File: config.mk
export PLATFORM = sky130hd
export DESIGN_NAME = sector_crc_unit
export DESIGN_NICKNAME = d
export VERILOG_FILES = /design/src/rtl/crc_pkg.sv /design/src/rtl/crc_lfsr_step.sv /design/src/rtl/crc_emit_ctrl.sv /design/src/rtl/crc_err_flag.sv /design/src/rtl/sector_crc_unit.sv
export SDC_FILE = /design/constraint.sdc
export NUM_CORES = 1
export LEC_CHECK = 0
export BUFFER_PORTS_ARGS = -buffer_cell sky130_fd_sc_hd__buf_2
export CAP_MARGIN = 20
export CORE_AREA = 2 2 60 62
export DETAILED_ROUTE_END_ITERATION = 7
export DIE_AREA = 0 0 62 64
export GPL_ROUTABILITY_DRIVEN = 0
export PLACE_DENSITY = 0.66
export SYNTH_ARGS = -nofsm -noshare
export SYNTH_HDL_FRONTEND = slang
export SYNTH_HIERARCHICAL = 1
export SYNTH_SLANG_ARGS = --single-unit
export TNS_END_PERCENT = 5
File: constraint.sdc
create_clock -name clk -period 2.35 [get_ports clk]
set_input_delay 0 -clock clk [delete_from_list [all_inputs] [get_ports clk]]
set_output_delay 0 -clock clk [all_outputs]
set_load 0.005 [all_outputs]
File: src/rtl/crc_pkg.sv
package crc_pkg;
  localparam int unsigned CRC_W = 16;
  localparam logic [CRC_W-1:0] CRC_POLY   = 16'h1021;
  localparam logic [CRC_W-1:0] CRC_PRESET = 16'hFFFF;
endpackage

File: src/rtl/crc_lfsr_step.sv
// One bit-serial update of a left-shifting CRC register.
module crc_lfsr_step #(
  parameter int unsigned W = 16,
  parameter logic [W-1:0] POLY = 16'h1021
) (
  input  logic [W-1:0] cur,
  input  logic         bit_in,
  output logic [W-1:0] nxt
);
  logic fb;
  assign fb = cur[W-1] ^ bit_in;

  for (genvar i = 0; i < W; i++) begin : g_tap
    if (i == 0) begin : g_lsb
      assign nxt[i] = fb & POLY[i];
    end else begin : g_upper
      assign nxt[i] = cur[i-1] ^ (fb & POLY[i]);
    end
  end
endmodule

File: src/rtl/crc_emit_ctrl.sv
// Counts the check bits remaining to be shifted out.
module crc_emit_ctrl #(
  parameter int unsigned W = 16
) (
  input  logic clk,
  input  logic rst_n,
  input  logic clr,
  input  logic load,
  input  logic advance,
  output logic active
);
  localparam int unsigned CNT_W = $clog2(W + 1);
  localparam logic [CNT_W-1:0] LOAD_VAL = CNT_W'(W);

  logic [CNT_W-1:0] remain_q;

  always_ff @(posedge clk or negedge rst_n) begin
    if (!rst_n) begin
      remain_q <= '0;
    end else if (clr) begin
      remain_q <= '0;
    end else if (load && (remain_q == '0)) begin
      remain_q <= LOAD_VAL;
    end else if (advance && (remain_q != '0)) begin
      remain_q <= remain_q - 1'b1;
    end
  end

  assign active = (remain_q != '0);
endmodule

File: src/rtl/crc_err_flag.sv
// Sticky residue-failure flag.
module crc_err_flag (
  input  logic clk,
  input  logic rst_n,
  input  logic clr,
  input  logic test,
  input  logic residue_nz,
  output logic err
);
  always_ff @(posedge clk or negedge rst_n) begin
    if (!rst_n) begin
      err <= 1'b0;
    end else if (clr) begin
      err <= 1'b0;
    end else if (test && residue_nz) begin
      err <= 1'b1;
    end
  end
endmodule

File: src/rtl/sector_crc_unit.sv
module sector_crc_unit
  import crc_pkg::*;
#(
  parameter int unsigned W = CRC_W,
  parameter logic [W-1:0] POLY = CRC_POLY,
  parameter logic [W-1:0] PRESET = CRC_PRESET
) (
  input  logic clk,
  input  logic rst_n,
  input  logic start,
  input  logic mode_wr,
  input  logic field_end,
  input  logic in_valid,
  output logic in_ready,
  input  logic in_bit,
  output logic out_valid,
  input  logic out_ready,
  output logic out_bit,
  output logic crc_err
);
  logic [W-1:0] crc_q;
  logic [W-1:0] crc_base;
  logic [W-1:0] crc_stepped;
  logic [W-1:0] crc_folded;
  logic         emitting;
  logic         take_bit;
  logic         shift_out;
  logic         end_ok;

  assign in_ready  = !emitting;
  assign take_bit  = in_valid && in_ready;
  assign out_valid = emitting;
  assign out_bit   = crc_q[W-1];
  assign shift_out = emitting && out_ready && !start;
  assign end_ok    = field_end && !start;

  assign crc_base = start ? PRESET : crc_q;

  crc_lfsr_step #(.W(W), .POLY(POLY)) u_step (
    .cur    (crc_base),
    .bit_in (in_bit),
    .nxt    (crc_stepped)
  );

  assign crc_folded = take_bit ? crc_stepped : crc_base;

  always_ff @(posedge clk or negedge rst_n) begin
    if (!rst_n) begin
      crc_q <= PRESET;
    end else if (shift_out) begin
      crc_q <= {crc_q[W-2:0], 1'b0};
    end else begin
      crc_q <= crc_folded;
    end
  end

  crc_emit_ctrl #(.W(W)) u_emit (
    .clk     (clk),
    .rst_n   (rst_n),
    .clr     (start),
    .load    (end_ok && mode_wr),
    .advance (out_ready),
    .active  (emitting)
  );

  crc_err_flag u_err (
    .clk        (clk),
    .rst_n      (rst_n),
    .clr        (start),
    .test       (end_ok && !mode_wr),
    .residue_nz (crc_folded != '0),
    .err        (crc_err)
  );
endmodule

==> metrics.md <==
| Metric | Value |
|---|---|
| DP Area | `0.00143 mm^2` |
| Initial Utilization | `43.7%` |
| Setup TNS | `0 ps` |
| Yosys cell types | `33` |
| P_leak | `0.603 nW` |
| Fin worst setup slack | `307 ps` |
| Sequential Area | `571 um^2` |
| Final ANT Viol Nets | `0` |
| Post-synth top cells | `22 x nor2_1, 20 x a21oi_1, 16 x buf_4, 16 x dfstp_2` |
| TritonRoute pass-1 iters | `5` |
| Synth top area share | `29.3%` |
| Final Power | `1.47 mW` |
| Crit path DAT | `2280 ps` |
| Crit path cell chain | `inv_1 -> ha_1 -> nor4b_2 -> inv_1 -> nand2b_1 -> buf_4 -> nand2_1 -> o21ai_0 -> a21oi_1` |
| Worst r2r dst | `crc_q[5]` |
| Worst min-delay path class | `in2reg` |
| Total die area | `0.00397 mm^2` |
| Number of synthesized flops with an enable pin | `0` |
| DR iter-0 viols | `58` |
| DR vias | `1087` |
| Final wirelength | `2690 um` |
| Mean post-synth cell area | `8.92 um^2` |
| Switching pwr | `568 uW` |
| Slew @ Worst Pin | `472 ps` |
| Area of the multi-input gates | `679 um^2` |
| Clock sinks | `22` |
| Die Span Y | `64 um` |
| Total power divided by cell area | `990 mW/mm^2` |
| FF-to-FF setup slack | `310 ps` |
| FILL cells | `329` |
| Seq cells post-synth | `22` |
| Fin crit period | `2040 ps` |
| Min-Delay Path Depth | `4` |
| Pin count of the biggest net entering global routing | `32` |
| Register share of total power | `40.3%` |
| Worst setup EP type | `flip-flop` |
| Cell mode on critical path | `inv_1` |
| Total I/O pin count | `12` |
| Buffers & Inverters on Critical Path | `3` |
| CTS tree | `built` |
| N_diodes | `0` |
| Hpwl dp | `2000 um` |
| Delay of the slowest cell on the worst path | `400 ps` |
| Core area | `0.00328 mm^2` |
| Worst VDD drop | `0.438 mV` |
| Crit path max fanout | `13` |
| WS Path Type | `reg2reg` |
| CP Launch Type | `flip-flop` |
| Total track usage | `14.8%` |
| Area growth syn-to-layout | `3.48%` |
| Core Util, Final | `45.3%` |
| Net count after synthesis | `170` |
| Fmax achieved | `490 MHz` |
| Finish-stage setup viols | `0` |
| Gate power share | `45.9%` |
| YS warnings | `6` |
| Critical Path RT | `2590 ps` |
| Pre-CTS setup slack | `344 ps` |
| Max cap viols | `0` |
| Hold Path Origin | `mode_wr` |
| RSZ-0062 raised after global routing | `no` |
| Top area cells in the synthesized netlist | `dfstp_2 29%, dfrtp_1 10%, buf_4 8.4%, a21oi_1 7.0%, mux2i_1 7.0%` |
| Clk Latency, worst-skew pair | `300 ps` |
| Port bufs | `11` |
| Reg2Reg Depth | `9` |
| Total grt overflow | `0` |
| Nets@finish | `170` |
| Post-DR vias/cell | `5.28` |
| Sw frac | `38.6%` |
| Vias in the first global route | `1011` |
| Initial antenna violation count | `0` |
| Crit share post-route | `86.9%` |
| Cell internal pwr | `905 uW` |
| Top FF cell, synth | `dfstp_2` |
| R2R Path Start | `u_emit/remain_q[0]` |
| H-tree levels | `1` |
| Clk pwr share | `13.8%` |
| Clock skew | `4.31 ps` |
| Slew Viols, Final | `0` |
| Sequential share of the synthesized area | `39.7%` |
| Cell Area, Synth | `0.00144 mm^2` |
| FP Rows | `21` |
| Die width | `62 um` |
| Max_slew headroom | `68.6%` |
| DRC Markers | `0` |
| CP max stage cell | `dfrtp_1` |
| Top delay family on crit path | `simple AND/OR/NAND/NOR gates` |
| Most common cell in the netlist | `nor2_1` |
| WHS Endpoint | `u_err/err` |
| Root buffer cell | `clkbuf_4` |
| Fin area | `0.00149 mm^2` |
| Status | `completed` |
| Layout cells sized above 1 | `30.0%` |
| Synth area leader | `dfstp_2` |
| Synth Instances | `161` |
| Hold Violations, Final | `0` |
| Worst-path clk slew | `120 ps` |
| Buffer depth of the longest clock path | `2` |
| Cts bufs inserted | `3` |
| Wire length per cell | `13.0 um` |
| First-pass GRT wire length | `4530 um` |
| Ys async rst share | `100%` |
-- placed cells by master, fill, tap and decap left out, drive strengths merged, types with 2 or more instances in the layout --
| cell | count |
|---|---|
| xor3 | 2 |
| dfrtp | 6 |
| a21oi | 20 |
| nor3 | 2 |
| inv | 10 |
| dfstp | 16 |
| nand2b | 2 |
| dlygate4sd3 | 2 |
| clkbuf | 4 |
| a31oi | 2 |
| or2 | 11 |
| a311oi | 3 |
| nand3 | 2 |
| buf | 15 |
| nor4 | 5 |
| nor3b | 2 |
| mux2i | 10 |
| o21ai | 6 |
| nand2 | 6 |
| nor2 | 22 |
-- worst max path at each step --
| stage | start | to | slack (ps) | depth (start not counted) |
|---|---|---|---|---|
| finish | u_emit/remain_q[0] | crc_q[5] | 310 | 9 |
| global route | u_emit/remain_q[0] | crc_q[5] | 100 | 9 |
| CTS | u_emit/remain_q[0] | crc_q[6] | 320 | 9 |
| detailed placement | u_emit/remain_q[0] | u_err/err | 340 | 10 |
| global placement | crc_q[15] | u_err/err | 410 | 8 |
| floorplan | u_emit/remain_q[0] | u_err/err | 310 | 11 |
-- power groups by stage --
stage	combinational (mW)	sequential [mW]	clock (mW)
6_report	0.675	0.594	0.203
3_5_place_dp	0.673	0.599	0
3_3_place_gp	0.648	0.595	0
4_1_cts	0.678	0.593	0.210
2_1_floorplan	0.568	0.576	0
5_1_grt	0.759	0.607	0.224
-- state kept, by name, indices dropped and copies added (netlist names) --
register	cells
crc_q	16
u_err/err	1
u_emit/remain_q	5
-- per-stage QoR --
stage / std cells / hold WS (ps)
2_1_floorplan: 161 / -296
3_3_place_gp: 200 / -13.1
3_5_place_dp: 200 / -13.2
4_1_cts: 206 / 47.0
5_1_grt: 206 / 77.1
6_report: 206 / 58.5
-- final cells by class --
type	count	area share (%)
Multi-Input combinational cell	107	45.7
Sequential cell	22	38.4
Timing Repair Buffer	17	7.07
Tap cell	46	3.87
Inverter	10	2.53
Clock buffer	4	2.44
-- kinds of logic after synthesis --
kind of cell	count (synthesis)	share of synthesized area, %
simple gates	59	21.9
compound gates	34	13.7
flops	22	39.7
mux	10	6.97
buf+inv	32	13.0
fa+ha+maj	1	0.871
xor+xnor	3	3.92
-- routing by layer --
metal	part of all wire, %	wire length, um	GRT usage [%]	up-vias
li1	-	-	-	540
met1	47	1260	19.6	526
met2	49	1330	24.2	16
met3	2.4	64	2.83	5
met4	1.2	32	3.99	0
met5	0	0	0	-
-- worst reg2reg max path, stage by stage, from the launching register on --
cell and delay, ps:
dfrtp_1 400, inv_1 90, ha_1 220, nor4b_2 280, inv_1 210, nand2b_1 240, buf_4 220, nand2_1 70
o21ai_0 100, a21oi_1 160
-- timing repair --
item	4_1_cts	5_1_grt
buffers inserted	0	0
endpoints found under the hold margin	25	0
hold buffers	2	0
gates resized for setup	0	0
No activity file was read; power rests on OpenSTA's default activity.
